**config.mk**
```make
export PLATFORM = sky130hd
export DESIGN_NAME = tsense_i2c_target
export DESIGN_NICKNAME = d
export VERILOG_FILES = /design/src/rtl/tsense_i2c_pkg.sv /design/src/rtl/tsense_line_sync.sv /design/src/rtl/tsense_regs.sv /design/src/rtl/tsense_bus_fsm.sv /design/src/rtl/tsense_i2c_target.sv
export SDC_FILE = /design/constraint.sdc
export NUM_CORES = 1
export LEC_CHECK = 0
export ABC_CLOCK_PERIOD_IN_PS = 1900
export CAP_MARGIN = 15
export CORE_MARGIN = 4
export CORE_UTILIZATION = 40
export CTS_CLUSTER_SIZE = 24
export DETAILED_ROUTE_END_ITERATION = 10
export DONT_BUFFER_PORTS = 1
export GPL_TIMING_DRIVEN = 0
export PLACE_DENSITY = 0.57
export SYNTH_ARGS = -nofsm -noshare
export SYNTH_HDL_FRONTEND = slang
export SYNTH_SLANG_ARGS = --single-unit
```
**constraint.sdc**
```tcl
create_clock -name clk -period 1.9 [get_ports clk]
set_input_delay 0.285 -clock clk [delete_from_list [all_inputs] [get_ports clk]]
set_output_delay 0.285 -clock clk [all_outputs]
set_load 0.1 [all_outputs]
```
**src/rtl/tsense_i2c_pkg.sv**
```systemverilog
package tsense_i2c_pkg;
  localparam int PTR_W   = 3;
  localparam int WORD_W  = 16;
  localparam int BYTE_W  = 8;
  localparam int NUM_LIM = 3;

  localparam logic [PTR_W-1:0] SEL_TEMP = 3'd0;
  localparam logic [PTR_W-1:0] SEL_CFG  = 3'd1;
  localparam logic [PTR_W-1:0] SEL_LOW  = 3'd2;
  localparam logic [PTR_W-1:0] SEL_HIGH = 3'd3;
  localparam logic [PTR_W-1:0] SEL_CRIT = 3'd4;

  typedef enum logic [3:0] {
    ST_IDLE, ST_ADDR, ST_ADDR_ACK, ST_PTR, ST_PTR_ACK,
    ST_WDAT, ST_WDAT_ACK, ST_RDAT, ST_RACK, ST_SKIP
  } bus_state_t;
endpackage

```
**src/rtl/tsense_line_sync.sv**
```systemverilog
module tsense_line_sync #(
  parameter int SYNC_STAGES = 2
) (
  input  logic clk,
  input  logic rst_n,
  input  logic scl_in,
  input  logic sda_in,
  output logic scl_s,
  output logic sda_s,
  output logic scl_rise,
  output logic scl_fall,
  output logic start_det,
  output logic stop_det
);
  logic [SYNC_STAGES-1:0] scl_ff, sda_ff;
  logic scl_p, sda_p;

  always_ff @(posedge clk or negedge rst_n) begin
    if (!rst_n) begin
      scl_ff <= '1;
      sda_ff <= '1;
      scl_p  <= 1'b1;
      sda_p  <= 1'b1;
    end else begin
      scl_ff <= {scl_ff[SYNC_STAGES-2:0], scl_in};
      sda_ff <= {sda_ff[SYNC_STAGES-2:0], sda_in};
      scl_p  <= scl_ff[SYNC_STAGES-1];
      sda_p  <= sda_ff[SYNC_STAGES-1];
    end
  end

  assign scl_s     = scl_ff[SYNC_STAGES-1];
  assign sda_s     = sda_ff[SYNC_STAGES-1];
  assign scl_rise  = scl_s & ~scl_p;
  assign scl_fall  = ~scl_s & scl_p;
  assign start_det = scl_s & scl_p & sda_p & ~sda_s;
  assign stop_det  = scl_s & scl_p & ~sda_p & sda_s;
endmodule

```
**src/rtl/tsense_regs.sv**
```systemverilog
module tsense_regs
  import tsense_i2c_pkg::*;
#(
  parameter logic [WORD_W-1:0] LOW_RST  = 16'h0A00,
  parameter logic [WORD_W-1:0] HIGH_RST = 16'h4000,
  parameter logic [WORD_W-1:0] CRIT_RST = 16'h5000
) (
  input  logic              clk,
  input  logic              rst_n,
  input  logic              wr_cfg,
  input  logic [BYTE_W-1:0] wr_cfg_data,
  input  logic              wr_lim,
  input  logic [PTR_W-1:0]  wr_lim_sel,
  input  logic [WORD_W-1:0] wr_lim_data,
  input  logic              snap_en,
  input  logic [WORD_W-1:0] temp_in,
  input  logic [PTR_W-1:0]  rd_sel,
  input  logic              rd_lsb,
  output logic [BYTE_W-1:0] rd_byte,
  output logic [BYTE_W-1:0] cfg_q,
  output logic [WORD_W-1:0] lim_out [NUM_LIM]
);
  localparam logic [NUM_LIM-1:0][WORD_W-1:0] LIM_RST = {CRIT_RST, HIGH_RST, LOW_RST};

  logic [WORD_W-1:0] snap_q;
  logic [WORD_W-1:0] lim_q [NUM_LIM];
  logic [WORD_W-1:0] word_sel;

  always_ff @(posedge clk or negedge rst_n) begin
    if (!rst_n) begin
      cfg_q  <= '0;
      snap_q <= '0;
    end else begin
      if (wr_cfg)  cfg_q  <= wr_cfg_data;
      if (snap_en) snap_q <= temp_in;
    end
  end

  for (genvar g = 0; g < NUM_LIM; g++) begin : g_lim
    localparam logic [PTR_W-1:0] MY_SEL = SEL_LOW + (PTR_W)'(g);
    always_ff @(posedge clk or negedge rst_n) begin
      if (!rst_n)                             lim_q[g] <= LIM_RST[g];
      else if (wr_lim && wr_lim_sel == MY_SEL) lim_q[g] <= wr_lim_data;
    end
    assign lim_out[g] = lim_q[g];
  end

  always_comb begin
    word_sel = '0;
    case (rd_sel)
      SEL_TEMP: word_sel = snap_q;
      SEL_LOW:  word_sel = lim_q[0];
      SEL_HIGH: word_sel = lim_q[1];
      SEL_CRIT: word_sel = lim_q[2];
      default:  word_sel = '0;
    endcase
    if (rd_sel == SEL_CFG) rd_byte = cfg_q;
    else                   rd_byte = rd_lsb ? word_sel[BYTE_W-1:0] : word_sel[WORD_W-1:BYTE_W];
  end
endmodule

```
**src/rtl/tsense_bus_fsm.sv**
```systemverilog
module tsense_bus_fsm
  import tsense_i2c_pkg::*;
#(
  parameter logic [6:0] DEV_ADDR = 7'h4B
) (
  input  logic              clk,
  input  logic              rst_n,
  input  logic              sda_s,
  input  logic              scl_rise,
  input  logic              scl_fall,
  input  logic              start_det,
  input  logic              stop_det,
  input  logic [BYTE_W-1:0] rd_byte,
  output logic              sda_oe,
  output logic              rd_strobe,
  output logic [PTR_W-1:0]  ptr_q,
  output logic              rd_lsb,
  output logic              wr_cfg,
  output logic [BYTE_W-1:0] wr_cfg_data,
  output logic              wr_lim,
  output logic [WORD_W-1:0] wr_lim_data,
  output logic              snap_en
);
  bus_state_t        state;
  logic [3:0]        cnt;
  logic [BYTE_W-1:0] sr, tx, stage;
  logic [1:0]        widx;
  logic              rw, ack_bit;
  logic              byte_done, addr_hit, lim_ptr;

  assign byte_done   = scl_fall && (cnt == 4'd8);
  assign addr_hit    = (sr[7:1] == DEV_ADDR);
  assign lim_ptr     = (ptr_q == SEL_LOW) || (ptr_q == SEL_HIGH) || (ptr_q == SEL_CRIT);
  assign snap_en     = (state == ST_ADDR) && byte_done && addr_hit && sr[0];
  assign wr_cfg      = (state == ST_WDAT) && byte_done && (ptr_q == SEL_CFG) && (widx == 2'd0);
  assign wr_lim      = (state == ST_WDAT) && byte_done && lim_ptr && (widx == 2'd1);
  assign wr_cfg_data = sr;
  assign wr_lim_data = {stage, sr};

  always_ff @(posedge clk or negedge rst_n) begin
    if (!rst_n) begin
      state     <= ST_IDLE;
      cnt       <= '0;
      sr        <= '0;
      tx        <= '0;
      stage     <= '0;
      widx      <= '0;
      rw        <= 1'b0;
      ack_bit   <= 1'b1;
      ptr_q     <= SEL_TEMP;
      rd_lsb    <= 1'b0;
      sda_oe    <= 1'b0;
      rd_strobe <= 1'b0;
    end else begin
      rd_strobe <= 1'b0;
      if (start_det) begin
        state  <= ST_ADDR;
        cnt    <= '0;
        sda_oe <= 1'b0;
      end else if (stop_det) begin
        state  <= ST_IDLE;
        sda_oe <= 1'b0;
      end else begin
        case (state)
          ST_ADDR, ST_PTR, ST_WDAT: begin
            if (scl_rise && cnt < 4'd8) begin
              sr  <= {sr[6:0], sda_s};
              cnt <= cnt + 4'd1;
            end else if (byte_done) begin
              cnt <= '0;
              if (state == ST_ADDR) begin
                if (addr_hit) begin
                  state     <= ST_ADDR_ACK;
                  sda_oe    <= 1'b1;
                  rw        <= sr[0];
                  rd_strobe <= sr[0];
                  rd_lsb    <= 1'b0;
                end else begin
                  state <= ST_SKIP;
                end
              end else if (state == ST_PTR) begin
                ptr_q  <= sr[PTR_W-1:0];
                widx   <= '0;
                state  <= ST_PTR_ACK;
                sda_oe <= 1'b1;
              end else begin
                if (widx == 2'd0) stage <= sr;
                if (widx != 2'd2) widx <= widx + 2'd1;
                state  <= ST_WDAT_ACK;
                sda_oe <= 1'b1;
              end
            end
          end
          ST_ADDR_ACK: if (scl_fall) begin
            cnt <= '0;
            if (rw) begin
              state  <= ST_RDAT;
              tx     <= rd_byte;
              sda_oe <= ~rd_byte[7];
            end else begin
              state  <= ST_PTR;
              sda_oe <= 1'b0;
            end
          end
          ST_PTR_ACK, ST_WDAT_ACK: if (scl_fall) begin
            state  <= ST_WDAT;
            sda_oe <= 1'b0;
          end
          ST_RDAT: if (scl_fall) begin
            if (cnt == 4'd7) begin
              state  <= ST_RACK;
              sda_oe <= 1'b0;
              rd_lsb <= ~rd_lsb;
            end else begin
              tx     <= {tx[6:0], 1'b0};
              sda_oe <= ~tx[6];
              cnt    <= cnt + 4'd1;
            end
          end
          ST_RACK: begin
            if (scl_rise) ack_bit <= sda_s;
            else if (scl_fall) begin
              if (!ack_bit) begin
                state  <= ST_RDAT;
                tx     <= rd_byte;
                sda_oe <= ~rd_byte[7];
                cnt    <= '0;
              end else begin
                state <= ST_SKIP;
              end
            end
          end
          default: ;
        endcase
      end
    end
  end
endmodule

```
**src/rtl/tsense_i2c_target.sv**
```systemverilog
module tsense_i2c_target
  import tsense_i2c_pkg::*;
#(
  parameter logic [6:0]        DEV_ADDR    = 7'h4B,
  parameter int                SYNC_STAGES = 2,
  parameter logic [WORD_W-1:0] LOW_RST     = 16'h0A00,
  parameter logic [WORD_W-1:0] HIGH_RST    = 16'h4000,
  parameter logic [WORD_W-1:0] CRIT_RST    = 16'h5000
) (
  input  logic              clk,
  input  logic              rst_n,
  input  logic              scl_in,
  input  logic              sda_in,
  input  logic [WORD_W-1:0] temp_in,
  output logic              sda_oe,
  output logic              rd_strobe,
  output logic [BYTE_W-1:0] cfg_q,
  output logic [WORD_W-1:0] low_q,
  output logic [WORD_W-1:0] high_q,
  output logic [WORD_W-1:0] crit_q
);
  logic scl_s, sda_s, scl_rise, scl_fall, start_det, stop_det;
  logic [BYTE_W-1:0] rd_byte, wr_cfg_data;
  logic [PTR_W-1:0]  ptr_q;
  logic              rd_lsb, wr_cfg, wr_lim, snap_en;
  logic [WORD_W-1:0] wr_lim_data;
  logic [WORD_W-1:0] lim_out [NUM_LIM];

  tsense_line_sync #(.SYNC_STAGES(SYNC_STAGES)) u_sync (
    .clk(clk), .rst_n(rst_n), .scl_in(scl_in), .sda_in(sda_in),
    .scl_s(scl_s), .sda_s(sda_s), .scl_rise(scl_rise), .scl_fall(scl_fall),
    .start_det(start_det), .stop_det(stop_det)
  );

  tsense_bus_fsm #(.DEV_ADDR(DEV_ADDR)) u_fsm (
    .clk(clk), .rst_n(rst_n), .sda_s(sda_s), .scl_rise(scl_rise),
    .scl_fall(scl_fall), .start_det(start_det), .stop_det(stop_det),
    .rd_byte(rd_byte), .sda_oe(sda_oe), .rd_strobe(rd_strobe),
    .ptr_q(ptr_q), .rd_lsb(rd_lsb), .wr_cfg(wr_cfg),
    .wr_cfg_data(wr_cfg_data), .wr_lim(wr_lim), .wr_lim_data(wr_lim_data),
    .snap_en(snap_en)
  );

  tsense_regs #(.LOW_RST(LOW_RST), .HIGH_RST(HIGH_RST), .CRIT_RST(CRIT_RST)) u_regs (
    .clk(clk), .rst_n(rst_n), .wr_cfg(wr_cfg), .wr_cfg_data(wr_cfg_data),
    .wr_lim(wr_lim), .wr_lim_sel(ptr_q), .wr_lim_data(wr_lim_data),
    .snap_en(snap_en), .temp_in(temp_in), .rd_sel(ptr_q), .rd_lsb(rd_lsb),
    .rd_byte(rd_byte), .cfg_q(cfg_q), .lim_out(lim_out)
  );

  assign low_q  = lim_out[0];
  assign high_q = lim_out[1];
  assign crit_q = lim_out[2];
endmodule

```
# Word level (Yosys, flattened, before mapping)
# Index checks and enable logic that the tools add are counted.
dict set report op_classes {
  n_eq_ne 47
  reduce_logical 35
  bitwise 19
  muxes 69
  magnitude_cmp 1
  addsub 2
}
# cell count
set ops {}
lappend ops {{$mux W4} 23}
lappend ops {{$pmux W16 S4} 1}
lappend ops {{$mux W7} 7}
lappend ops {{$mux W1} 27}
lappend ops {{$reduce_and A9 Y1} 3}
lappend ops {{$ne A4 B3 Y1 const B} 6}
lappend ops {{$pmux W7 S3} 1}
lappend ops {{$reduce_and A7 Y1} 3}
lappend ops {{$eq A4 B3 Y1 const B} 5}
lappend ops {{$pmux W4 S5} 1}
lappend ops {{$reduce_and A10 Y1} 2}
lappend ops {{$mux W8} 2}
lappend ops {{$ne A2 B1 Y1 const B} 8}
lappend ops {{$pmux W4 S4} 1}
lappend ops {{$logic_and A1 B1 Y1} 13}
lappend ops {{$ne A2 B2 Y1 const B} 6}
lappend ops {{$ne A4 B4 Y1 const B} 3}
lappend ops {{$not A1 Y1} 12}
lappend ops {{$ne A3 B2 Y1 const B} 3}
lappend ops {{$ne A3 B3 Y1 const B} 3}
lappend ops {{$eq A4 B2 Y1 const B} 2}
lappend ops {{$eq A4 B4 Y1 const B} 2}
lappend ops {{$reduce_and A4 Y1} 2}
lappend ops {{$reduce_and A8 Y1} 1}
lappend ops {{other kinds (25)} 36}
dict set report totals {
  out_inout_bits 58
  ff_bits 119
  inputBits 20
}

# Logic depth before layout (Yosys ltp)
# Gate-level depths: netlist of run 1.
dict set report depth {
  ltp_word 11
  mapped_depth 8
  mapped_depth_nobuf 7
}

# By module
# A second synthesis of run 1 with hierarchy kept.
dict set report unflattened {
  hier_cells 501
  area_unflattened_um2 6035.8
}
# module instances area_per_inst_um2 cells_per_inst
set modules_own_cells {}
lappend modules_own_cells {tsense_regs 1 3454.6 259}
lappend modules_own_cells {tsense_bus_fsm 1 2391.0 232}
lappend modules_own_cells {tsense_line_sync 1 190.2 10}

# Least setup slack after synthesis of run 1
# No wires, ideal clock.
dict set report synth_timing {
  path_type {register to register}
  start {register u_fsm.cnt[0]}
  end {register u_regs.lim_q (netlist bit u_regs.lim_out[22])}
  arrival_time_ps 1873
  slack_ps -99
  n_path_buf 1
  setup_time_ps 126
  stages_incl_launch_ff 8
  period_less_slack_ps 1999
  cell_sequence {dfrtp_1 inv_1 ha_1 and3b_1 nand4_1 nor3_2 buf_4 mux2_2}
}
dict set report synth_between {
  elab_chain_cells 6
}
# item line_no
set synth_rtl {}
lappend synth_rtl {{start, declared} tsense_bus_fsm.sv:25} ;# logic [3:0] cnt;
lappend synth_rtl {{start signal, assigned} tsense_bus_fsm.sv:68} ;# cnt <= cnt + 4'd1;
lappend synth_rtl {{start signal, assigned} tsense_bus_fsm.sv:117} ;# cnt <= cnt + 4'd1;
lappend synth_rtl {{$eq A4 B4 Y1} tsense_bus_fsm.sv:31} ;# assign byte_done = scl_fall && (cnt == 4'd8);
lappend synth_rtl {{$logic_and A1 B1 Y1} tsense_bus_fsm.sv:31}
lappend synth_rtl {{$logic_and A1 B1 Y1 (3 in series)} tsense_bus_fsm.sv:36} ;# assign wr_lim = (state == ST_WDAT) && byte_done && lim_ptr && (widx == 2'd1);
lappend synth_rtl {{$logic_and A1 B1 Y1} tsense_regs.sv:43} ;# else if (wr_lim && wr_lim_sel == MY_SEL) lim_q[g] <= wr_lim_data;
lappend synth_rtl {{end signal, assigned by index} tsense_regs.sv:42} ;# if (!rst_n) lim_q[g] <= LIM_RST[g];
lappend synth_rtl {{end signal, assigned by index} tsense_regs.sv:43}
lappend synth_rtl {{end, declared} tsense_regs.sv:26} ;# logic [WORD_W-1:0] lim_q [NUM_LIM];
# Every way passes these cells.
# A chain may end at the register's enable or synchronous reset.

# Worst setup path after layout of run 1
dict set report layout_timing {
  start {register u_fsm.cnt[1]}
  end {register u_fsm.cnt[2]}
}
dict set report layout_between {
  elab_chain_cells 6
  word_cells_on_any_way 15
  cone_classes {1 x add/sub; 1 x order compare; 4 x eq/ne; 6 x mux; 3 x reduce/logical}
}
# item line_no
set layout_rtl {}
lappend layout_rtl {{$add A4 B1 Y4 or $lt A4 B4 Y1 (tied branches)} {tsense_bus_fsm.sv:68, tsense_bus_fsm.sv:117, tsense_bus_fsm.sv:66}}
lappend layout_rtl {{$mux W4 or $logic_and A1 B1 Y1 (tied branches)} {tsense_bus_fsm.sv:110, tsense_bus_fsm.sv:66}}
lappend layout_rtl {{$mux W4, on equally long branches} {tsense_bus_fsm.sv:109, tsense_bus_fsm.sv:66}}
lappend layout_rtl {{$pmux W4 S4} tsense_bus_fsm.sv:64} ;# case (state)
lappend layout_rtl {{$mux W4} tsense_bus_fsm.sv:60} ;# end else if (stop_det) begin
lappend layout_rtl {{$mux W4} tsense_bus_fsm.sv:56} ;# if (start_det) begin
# Several ways; a longest one is shown, not always the timed one. The select of a mux whose other input is x is not followed.

==> key figures, run 1 <==
Run status
  – Status: finished with violations
  – Violated checks: negative hold slack, negative setup slack

Timing
  – Fmax: 0.4709 GHz
  – Rel. slew slack: 28.69%
  – Worst Tran Pin Value: 1070 ps
  – Fin crit share: 111.8%
  – Period minus WS final: 2124 ps
  – Hold slack: -444.5 ps
  – Slew Limit Fails: 0
  – Clock skew: 8.797 ps
  – Final worst setup slack: -223.6 ps
  – RSZ-0062 raised after global routing: true
  – Final setup fails: 82
  – Final Hold Vio Count: 119

Power and ir drop
  – Power Density: 1091 nW/um2
  – VDD IR max: 690.0 uV
  – P_leak: 3.487 nW

Clock tree
  – Reg clk slew, reported paths: 60 ps
  – Num CTS Buffers: 17
  – Max Buffers Root-to-Sink: 2
  – Clock latency at the later pin of the worst-skew pair: 420 ps
  – CTS sink count: 119
  – H-Tree Depth: 4
  – Root buf cell: clkbuf_16
  – Hold buffers post-CTS: 3
  – TritonCTS clock tree: done

Detailed routing
  – Vias per cell: 5.995
  – Vias: 4556
  – Total Routed Length: 19380 um
  – Iteration-0 DRC Markers: 420
  – DR pass1 iterations: 5
  – Remaining antenna violation count: 0
  – Wire per inst: 25.49 um
  – DR DRC count: 0

Floorplanning
  – Core ar.: 14700 um2
  – Ports: 78
  – Die extent in y: 131.1 um
  – Row count: 44
  – Die span in x: 131.1 um
  – Starting density of the core: 41.25%
  – DIE AREA: 17190 um2

Worst setup path
  – FF-to-FF Start: u_fsm.cnt[1]
  – Worst Path Required: 2210 ps
  – Worst R2R Setup Slack: -220 ps
  – Setup CP Type: reg -> reg
  – CP Launch Type: flop
  – Crit. End Element: flop
  – Crit Path Max Fanout: 5
  – Data arrival time of the critical path: 2440 ps
  – Cells on worst reg2reg path: 10
  – Reg2Reg Capture Point: u_fsm.cnt[2]

Layout
  – Commonest non-fill, non-tap cells in the layout: 76 x dfrtp_1, 60 x mux2_2, 40 x mux2_4
  – # diodes: 0
  – Share of cells above drive strength 1: 52.43%
  – Final core utilization: 54.15%
  – Leading cell type in the layout, fill and taps excluded: dfrtp_1
  – Area Growth Syn to Fin: 31.28%
  – Final net count: 588
  – Post-Layout Cell Count: 760

GRT
  – GR Util All Layers: 21.79%
  – Vias in the first global route: 4670
  – Total gr overflow: 0
  – Largest net degree at the start of global routing: 120
  – First-pass GRT wire length: 28650 um
  – Initial antenna violation count: 0

Placement
  – DP Cell Count: 686
  – Routability cong.: 0.9052
  – Post-DP HPWL: 12430 um
  – Port Buffers: 0

Synthesis
  – Post-Syn Area: 6063 um2
  – Unique cell type count in the Yosys netlist: 78
  – Yosys warnings: 0
  – Post-synth ARST share: 100.0%
  – Synth Register Bits: 119
  – Syn Inst Count: 502
  – Mapped Avg Cell Area: 12.08 um2
  – Seq/Total Area, Yosys: 49.36%
  – Ys flop type: dfrtp_1
  – Post-synth EDFFs: 0
  – Mapped Nets: 527

Flow run
  – MaxCap Viol Count: 0

Min path
  – Worst Hold Class: in -> async
## worst max-delay path: stages (launching register included)
cell and delay [ps]:
dfrtp_1 380, inv_1 70, ha_1 140, and3b_2 200, buf_4 100, buf_4 110, buf_4 100, nand2_1 140
o211a_4 220, or2_4 280, o32ai_2 280
## routing by layer
layer  routed length (um)  track usage, %  part of all wire (%)  up-vias
met5                    0               0                     0        -
met4                  217           6.068                   1.1        0
met3                 1587           7.722                   8.2       19
met2                 8948           33.01                    46      154
met1                 8622           29.84                    44     2355
li1                     -               -                     -     2028
## synthesized netlist by cell type, types with 6 or more instances
cell type | n | area (um2)
inv_1 | 9 | 33.78
mux2_4 | 10 | 150.1
nor2b_1 | 9 | 56.30
nor2_1 | 13 | 48.80
o21ai_0 | 16 | 80.08
nand2_1 | 12 | 45.04
nand2b_1 | 11 | 68.82
mux2_2 | 88 | 991.0
mux2i_1 | 9 | 90.09
a21oi_1 | 26 | 130.1
nand3_1 | 10 | 50.05
a22oi_1 | 6 | 45.04
buf_2 | 14 | 70.07
dfrtp_1 | 107 | 2678
clkbuf_1 | 14 | 52.55
dfstp_2 | 12 | 315.3
nor3_1 | 10 | 50.05
## worst max-delay path by stage
stage | from | to | slack, ps | depth (start not counted)
3_3_place_gp | u_fsm.cnt[0] | u_regs.lim_out[22] | -730 | 7
5_1_grt | u_fsm.cnt[1] | u_regs.lim_out[25] | -350 | 8
3_5_place_dp | u_fsm.cnt[0] | u_regs.lim_out[22] | -740 | 7
4_1_cts | u_sync.scl_p | u_regs.lim_out[47] | -210 | 6
6_report | u_fsm.cnt[1] | u_fsm.cnt[2] | -220 | 10
2_1_floorplan | u_fsm.cnt[0] | u_regs.lim_out[22] | -100 | 7
## where the power goes
group | leakage [nW] | internal (mW) | total (mW) | switching (mW)
registers | 1.55 | 2.76 | 3.19 | 0.427
clock network | 0.305 | 2.25 | 3.47 | 1.23
logic | 1.64 | 0.965 | 2.02 | 1.06
total | 3.49 | 5.97 | 8.69 | 2.71
## metrics by stage
| stage | power [mW] | hold slack (ps) | setup TNS, ps | setup WS [ps] | cell area, um2 |
|---|---|---|---|---|---|
| after floorplan | 4.139 | -10.59 | -1817 | -98.86 | 6082 |
| after global placement | 4.605 | -7.700 | -37790 | -734.3 | 6312 |
| after detailed placement | 4.629 | -7.393 | -37470 | -743.1 | 6312 |
| after CTS | 8.345 | -454.6 | -9980 | -214.9 | 7502 |
| after global routing | 9.021 | -458.9 | -23000 | -348.0 | 7960 |
| final | 8.687 | -444.5 | -12000 | -223.6 | 7960 |
## repair_timing
| item | in CTS | in global routing |
|---|---|---|
| gates cloned | 2 | 3 |
| setup buffers | 26 | 12 |
| resized for setup | 84 | 119 |
| endpoints found under the setup margin | 91 | 100 |
| pin swaps | 10 | 18 |
| endpoints found under the hold margin | 122 | 119 |
## flip-flops by register name (all words and copies together) (netlist names)
signal / count
u_fsm.ack_bit: 1
u_fsm.cnt: 4
u_fsm.ptr_q: 3
u_fsm.rd_lsb: 1
u_fsm.rd_strobe: 1
u_fsm.rw: 1
u_fsm.sda_oe: 1
u_fsm.stage: 8
u_fsm.state: 4
u_fsm.tx: 7
u_fsm.widx: 2
u_fsm.wr_cfg_data: 8
u_regs.cfg_q: 8
u_regs.lim_out: 48
u_regs.snap_q: 16
u_sync.scl_ff: 2
u_sync.scl_p: 1
u_sync.sda_ff: 2
u_sync.sda_p: 1
## cells by family (layout without fill, tap and decap cells)
family | Yosys count | in the layout | share of synthesized area, %
flip-flops | 119 | 119 | 49.36
XOR/XNOR | 2 | 2 | 0.2890
AND/OR/NAND/NOR | 113 | 113 | 12.11
buffers and inverters | 43 | 117 | 3.322
AO/OA/AOI/OAI | 110 | 110 | 12.84
adder cells (fa/ha/maj) | 5 | 5 | 1.032
multiplexers | 110 | 110 | 21.05
## cell type report
cell class,instances,area [um2]
buffer,30,284.0
clock buffer,19,442.9
clock inverter,13,192.7
fill,1234,6739
inverter,10,41.29
multi-input combinational,340,3282
sequential,119,3039
tap,184,230.2
timing repair buffer,45,447.9
No activity file was read; power rests on OpenSTA's default activity.
==> run 2, diff against run 1 <==
- GPL_TIMING_DRIVEN: 0 -> unset
==> key figures, run 2 (synthesized netlist as in run 1, its figures left out) <==
Floorplanning
  – Die span in x: 131.1 um (unchanged)
  – Row count: 44 (unchanged)
  – Starting density of the core: 41.25% (unchanged)
  – Die extent in y: 131.1 um (unchanged)
  – Core ar.: 14700 um2 (unchanged)
  – Ports: 78 (unchanged)
  – DIE AREA: 17190 um2 (unchanged)

Placement
  – Post-DP Area: 7231 um2 (was 6312 um2)
  – Port Buffers: 0 (unchanged)
  – DP Cell Count: 794 (was 686)
  – DP Worst Slack: -193.3 ps (was -743.1 ps)
  – Post-DP HPWL: 12740 um (was 12430 um)
  – Routability cong.: 0.9289 (was 0.9052)

Timing
  – Clock skew: 7.886 ps (was 8.797 ps)
  – Final Hold Vio Count: 119 (unchanged)
  – RSZ-0062 raised after global routing: true (unchanged)
  – Final worst setup slack: -90.99 ps (was -223.6 ps)
  – Rel. slew slack: 65.23% (was 28.69%)
  – Fin crit share: 104.8% (was 111.8%)
  – Final setup TNS: -3412 ps (was -12000 ps)
  – Period minus WS final: 1991 ps (was 2124 ps)
  – Worst Tran Pin Value: 521.6 ps (was 1070 ps)
  – Fmax: 0.5023 GHz (was 0.4709 GHz)
  – Slew Limit Fails: 0 (unchanged)
  – Hold slack: -442.1 ps (was -444.5 ps)
  – Final setup fails: 70 (was 82)

Power and ir drop
  – VDD IR max: 693.5 uV (was 690.0 uV)
  – Power Density: 1016 nW/um2 (was 1091 nW/um2)
  – P_leak: 3.866 nW (was 3.487 nW)

Worst setup path
  – Worst path cell trace: and4bb_1, nand4_1, buf_4, nor3_4, buf_4, mux2_2 (was inv_1, ha_1, and3b_2, buf_4, buf_4, buf_4, nand2_1, o211a_4, or2_4, o32ai_2)
  – Setup CP Type: reg -> reg (unchanged)
  – Crit-path most repeated cell: buf_4 (unchanged)
  – Cells on worst reg2reg path: 6 (was 10)
  – Worst Path Required: 2200 ps (was 2210 ps)
  – Crit path max-delay cell type: dfstp_2 (was dfrtp_1)
  – CP Launch Type: flop (unchanged)
  – Reg2Reg Capture Point: u_regs.lim_out[16] (was u_fsm.cnt[2])
  – FF-to-FF Start: u_sync.scl_p (was u_fsm.cnt[1])
  – Max incr delay on CP: 540 ps (was 380 ps)
  – Crit Path Max Fanout: 5 (unchanged)
  – Worst R2R Setup Slack: -90 ps (was -220 ps)
  – Data arrival time of the critical path: 2290 ps (was 2440 ps)
  – Crit. End Element: flop (unchanged)

Clock tree
  – Clock latency at the later pin of the worst-skew pair: 420 ps (about the same)
  – Reg clk slew, reported paths: 60 ps (about the same)
  – Num CTS Buffers: 17 (unchanged)
  – CTS sink count: 119 (unchanged)
  – Max Buffers Root-to-Sink: 2 (unchanged)
  – H-Tree Depth: 4 (unchanged)
  – Hold buffers post-CTS: 2 (was 3)
  – TritonCTS clock tree: done (unchanged)
  – Root buf cell: clkbuf_16 (unchanged)

GRT
  – Total gr overflow: 0 (unchanged)
  – Vias in the first global route: 5022 (was 4670)
  – Initial antenna violation count: 0 (unchanged)
  – Largest net degree at the start of global routing: 120 (unchanged)
  – First-pass GRT wire length: 28830 um (was 28650 um)
  – GR Util All Layers: 21.29% (was 21.79%)

Layout
  – Area Growth Syn to Fin: 36.26% (was 31.28%)
  – Commonest non-fill, non-tap cells in the layout: 142 x buf_4, 103 x dfrtp_1, 79 x mux2_2 (was 76 x dfrtp_1, 60 x mux2_2, 40 x mux2_4)
  – Post-Layout Cell Count: 844 (was 760)
  – Leading cell type in the layout, fill and taps excluded: buf_4 (was dfrtp_1)
  – Final net count: 672 (was 588)
  – Final instance area: 8262 um2 (was 7960 um2)
  – Flip-flop count of the largest register after layout: 48 (unchanged)
  – # diodes: 0 (unchanged)
  – Share of cells above drive strength 1: 53.94% (was 52.43%)

Detailed routing
  – Total Routed Length: 18300 um (was 19380 um)
  – Vias: 4789 (was 4556)
  – DR pass1 iterations: 4 (was 5)
  – Remaining antenna violation count: 0 (unchanged)
  – Iteration-0 DRC Markers: 317 (was 420)
  – Wire per inst: 21.68 um (was 25.49 um)
  – DR DRC count: 0 (unchanged)
  – Vias per cell: 5.674 (was 5.995)

Run status
  – Status: finished with violations (unchanged)
  – Violated checks: negative hold slack, negative setup slack (unchanged)

Min path
  – Worst Hold Class: in -> async (unchanged)

Flow run
  – MaxCap Viol Count: 0 (unchanged)
-- run 2: cell types whose count changed in the layout (fill, tap and decap cells not counted), moves of 4 or more --
cell / delta
dfrtp_2: -27
clkbuf_2: -4
buf_6: -5
mux2_2: +19
bufinv_16: -4
buf_12: -4
mux2_4: -19
dfrtp_1: +27
buf_4: +111
buf_2: -4
-- run 2: how the worst max path moves through the flow --
stage | endpoint | cells past startpoint | startpoint | slack [ps]
3_3_place_gp | u_fsm.cnt[3] | 7 | u_fsm.cnt[0] | -120
4_1_cts | u_regs.lim_out[16] | 8 | u_fsm.cnt[0] | -60
2_1_floorplan | u_regs.lim_out[22] | 7 | u_fsm.cnt[0] | -100
6_report | u_regs.lim_out[16] | 6 | u_sync.scl_p | -90
5_1_grt | u_regs.lim_out[31] | 8 | u_fsm.cnt[1] | -180
3_5_place_dp | u_fsm.cnt[0] | 8 | u_fsm.cnt[0] | -190
-- run 2: where the power goes --
| part | internal [mW] | total [mW] | switching (mW) |
|---|---|---|---|
| clock | 1.74 | 2.93 | 1.19 |
| sequential | 2.77 | 2.92 | 0.154 |
| combinational | 1.17 | 2.54 | 1.37 |
-- run 2: routing by layer --
layer / global-route usage [%] / routed length (um) / up-vias
li1: - / - / 2190
met1: 29.58 / 8511 / 2454
met2: 33.41 / 8536 / 126
met3: 5.543 / 1028 / 19
met4: 5.659 / 221 / 0
met5: 0 / 0 / -
-- run 2: critical path: cells and delay by family (launching register included) --
kind	cells	cell delay, ps
flops	1	540
buf+inv	2	400
simple gates	3	610
mux	1	330
-- run 2: area by class of cell --
cell class | count | area (um2)
Fill cell | 1243 | 6437
Multi-Input combinational cell | 340 | 3177
Sequential cell | 119 | 2998
Timing Repair Buffer | 159 | 1281
Clock buffer | 22 | 464.2
Tap cell | 184 | 230.2
Clock inverter | 10 | 73.82
Inverter | 10 | 37.54
-- run 2: timing repair --
item,4_1_cts,5_1_grt
cloned,1,0
endpoints found under the setup margin,92,99
buffers inserted,7,9
pin swaps,10,6
hold endpoints to repair,121,119
resized for setup,42,41
-- run 2: through the flow --
stage / utilization, % / total power, mW
global route: 56.21 / 8.749
global placement: 49.19 / 4.982
detailed placement: 49.19 / 5.033
CTS: 54.61 / 8.206
floorplan: - / 4.139
finish: 56.21 / 8.392
==> run 3, diff against run 2 <==
- TNS_END_PERCENT: unset -> 1
==> key figures, run 3 (synthesized netlist as in run 1, its figures left out) <==
Run status
  – Status: finished with violations (unchanged)
  – Violated checks: negative hold slack, negative setup slack (unchanged)

Timing
  – Final Hold Vio Count: 119 (unchanged)
  – Period minus WS final: 1958 ps (was 1991 ps)
  – RSZ-0062 raised after global routing: true (unchanged)
  – Fmax: 0.5108 GHz (was 0.5023 GHz)
  – Final setup fails: 40 (was 70)
  – Rel. slew slack: 65.01% (was 65.23%)
  – Worst Tran Pin Value: 518.1 ps (was 521.6 ps)
  – Fin crit share: 103.0% (was 104.8%)
  – Final setup TNS: -1338 ps (was -3412 ps)
  – Final worst setup slack: -57.70 ps (was -90.99 ps)
  – Slew Limit Fails: 0 (unchanged)
  – Clock skew: 8.949 ps (was 7.886 ps)
  – Hold slack: -441.3 ps (was -442.1 ps)

Worst setup path
  – Worst R2R Setup Slack: -60 ps (was -90 ps)
  – Crit Path Max Fanout: 11 (was 5)
  – FF-to-FF Start: u_fsm.cnt[0] (was u_sync.scl_p)
  – Max incr delay on CP: 370 ps (was 540 ps)
  – Cells on worst reg2reg path: 8 (was 6)
  – CP Launch Type: flop (unchanged)
  – Setup CP Type: reg -> reg (unchanged)
  – Worst path top cell family by delay: simple AND/OR/NAND/NOR gates (unchanged)
  – Crit. End Element: flop (unchanged)
  – Crit path max-delay cell type: dfrtp_1 (was dfstp_2)
  – Worst path cell trace: inv_1, ha_1, and3b_2, nand4_1, buf_4, nor3_4, buf_6, mux2_2 (was and4bb_1, nand4_1, buf_4, nor3_4, buf_4, mux2_2)
  – Crit path from: u_fsm.cnt[0] (was u_sync.scl_p)
  – Worst path bufs/invs: 3 (was 2)
  – Data arrival time of the critical path: 2260 ps (was 2290 ps)
  – Critical path depth: 8 (was 6)
  – Reg2Reg Capture Point: u_regs.lim_out[25] (was u_regs.lim_out[16])
  – Worst Path Required: 2200 ps (about the same)

GRT
  – Initial antenna violation count: 0 (unchanged)
  – First-pass GRT wire length: 29080 um (was 28830 um)
  – GR Util All Layers: 21.68% (was 21.29%)
  – Vias in the first global route: 5073 (was 5022)
  – Total gr overflow: 0 (unchanged)
  – Largest net degree at the start of global routing: 120 (unchanged)

Layout
  – Final core utilization: 55.79% (was 56.21%)
  – Leading cell type in the layout, fill and taps excluded: buf_4 (unchanged)
  – Area Growth Syn to Fin: 35.25% (was 36.26%)
  – # diodes: 0 (unchanged)
  – Share of cells above drive strength 1: 49.55% (was 53.94%)
  – Flip-flop count of the largest register after layout: 48 (unchanged)
  – Final net count: 678 (was 672)
  – Commonest non-fill, non-tap cells in the layout: 141 x buf_4, 105 x dfrtp_1, 87 x mux2_2 (was 142 x buf_4, 103 x dfrtp_1, 79 x mux2_2)
  – Final instance area: 8200 um2 (was 8262 um2)

Clock tree
  – Max Buffers Root-to-Sink: 2 (unchanged)
  – Hold buffers post-CTS: 14 (was 2)
  – Clock latency at the later pin of the worst-skew pair: 420 ps (about the same)
  – CTS sink count: 119 (unchanged)
  – Root buf cell: clkbuf_16 (unchanged)
  – TritonCTS clock tree: done (unchanged)
  – Num CTS Buffers: 17 (unchanged)
  – H-Tree Depth: 4 (unchanged)
  – Reg clk slew, reported paths: 60 ps (about the same)

Power and ir drop
  – VDD IR max: 689.1 uV (was 693.5 uV)
  – Internal Power: 5.903 mW (was 5.682 mW)
  – Power Density: 1040 nW/um2 (was 1016 nW/um2)
  – Power share of the clock group: 38.5% (was 34.9%)
  – Sequential share of power: 34.4% (was 34.8%)
  – Sw Share: 30.78% (was 32.29%)
  – NetSw: 2.625 mW (was 2.710 mW)
  – P_leak: 3.871 nW (was 3.866 nW)
  – Logic gate share of total power: 27.2% (was 30.3%)

Detailed routing
  – Vias per cell: 5.569 (was 5.674)
  – Iteration-0 DRC Markers: 366 (was 317)
  – DR pass1 iterations: 4 (unchanged)
  – Wire per inst: 21.09 um (was 21.68 um)
  – Vias: 4734 (was 4789)
  – Total Routed Length: 17920 um (was 18300 um)
  – DR DRC count: 0 (unchanged)
  – Remaining antenna violation count: 0 (unchanged)

Placement
  – Post-DP Area: 7318 um2 (was 7231 um2)
  – DP Worst Slack: -155.5 ps (was -193.3 ps)
  – Post-DP HPWL: 13000 um (was 12740 um)
  – Port Buffers: 0 (unchanged)
  – Routability cong.: 0.9139 (was 0.9289)

Floorplanning
  – Starting density of the core: 41.25% (unchanged)
  – DIE AREA: 17190 um2 (unchanged)
  – Die extent in y: 131.1 um (unchanged)
  – Die span in x: 131.1 um (unchanged)
  – Core ar.: 14700 um2 (unchanged)
  – Row count: 44 (unchanged)
  – Ports: 78 (unchanged)

Min path
  – Worst Hold Class: in -> async (unchanged)

Flow run
  – MaxCap Viol Count: 0 (unchanged)
run 3: cell types whose count changed in the layout (fill, tap and decap cells not counted), sizes merged:
cell / delta
buf: -6
clkinv: -2
dlygate4sd3: +12
inv: +2
clkbuf: -2
bufinv: +2
run 3: how the worst max path moves through the flow:
stage,slack [ps],end
after global placement,-110,u_fsm.tx[2]
after CTS,-80,u_regs.lim_out[25]
after floorplan,-100,u_regs.lim_out[22]
after global routing,-180,u_regs.lim_out[31]
after detailed placement,-160,u_fsm.tx[2]
final,-60,u_regs.lim_out[25]
run 3: metal layers:
metal	track usage [%]	wire length, um	up-vias
li1	-	-	2204
met1	30.37	8378	2369
met2	33.01	8124	140
met3	5.925	1151	21
met4	6.826	270	0
met5	0	0	-
run 3: layout make-up:
type                            instances  area, um2
Sequential cell                       119       2995
Inverter                               10      37.54
Timing Repair Buffer                  165       1355
Clock buffer                           20      466.7
Clock inverter                         12      141.4
Fill cell                            1228       6499
Tap cell                              184      230.2
Multi-Input combinational cell        340       2974
run 3: power groups by stage:
stage	sequential [mW]	clock, mW	combinational [mW]
global placement	2.95	0	2.11
finish	2.93	3.28	2.32
detailed placement	2.96	0	2.13
global route	2.96	3.46	2.50
CTS	2.92	3.35	2.22
floorplan	3.05	0	1.09
run 3: through the flow:
stage	power (mW)	cells
global placement	5.054	803
CTS	8.496	850
floorplan	4.136	502
detailed placement	5.097	803
global route	8.927	850
finish	8.528	850
run 3: what timing repair did:
| item | 4_1_cts | 5_1_grt |
|---|---|---|
| pin swaps | 4 | 5 |
| endpoints found under the setup margin | 88 | 96 |
| hold endpoints to repair | 133 | 119 |
| gates cloned | 0 | 0 |
| gates resized for setup | 18 | 17 |
| setup buffers | 1 | 0 |
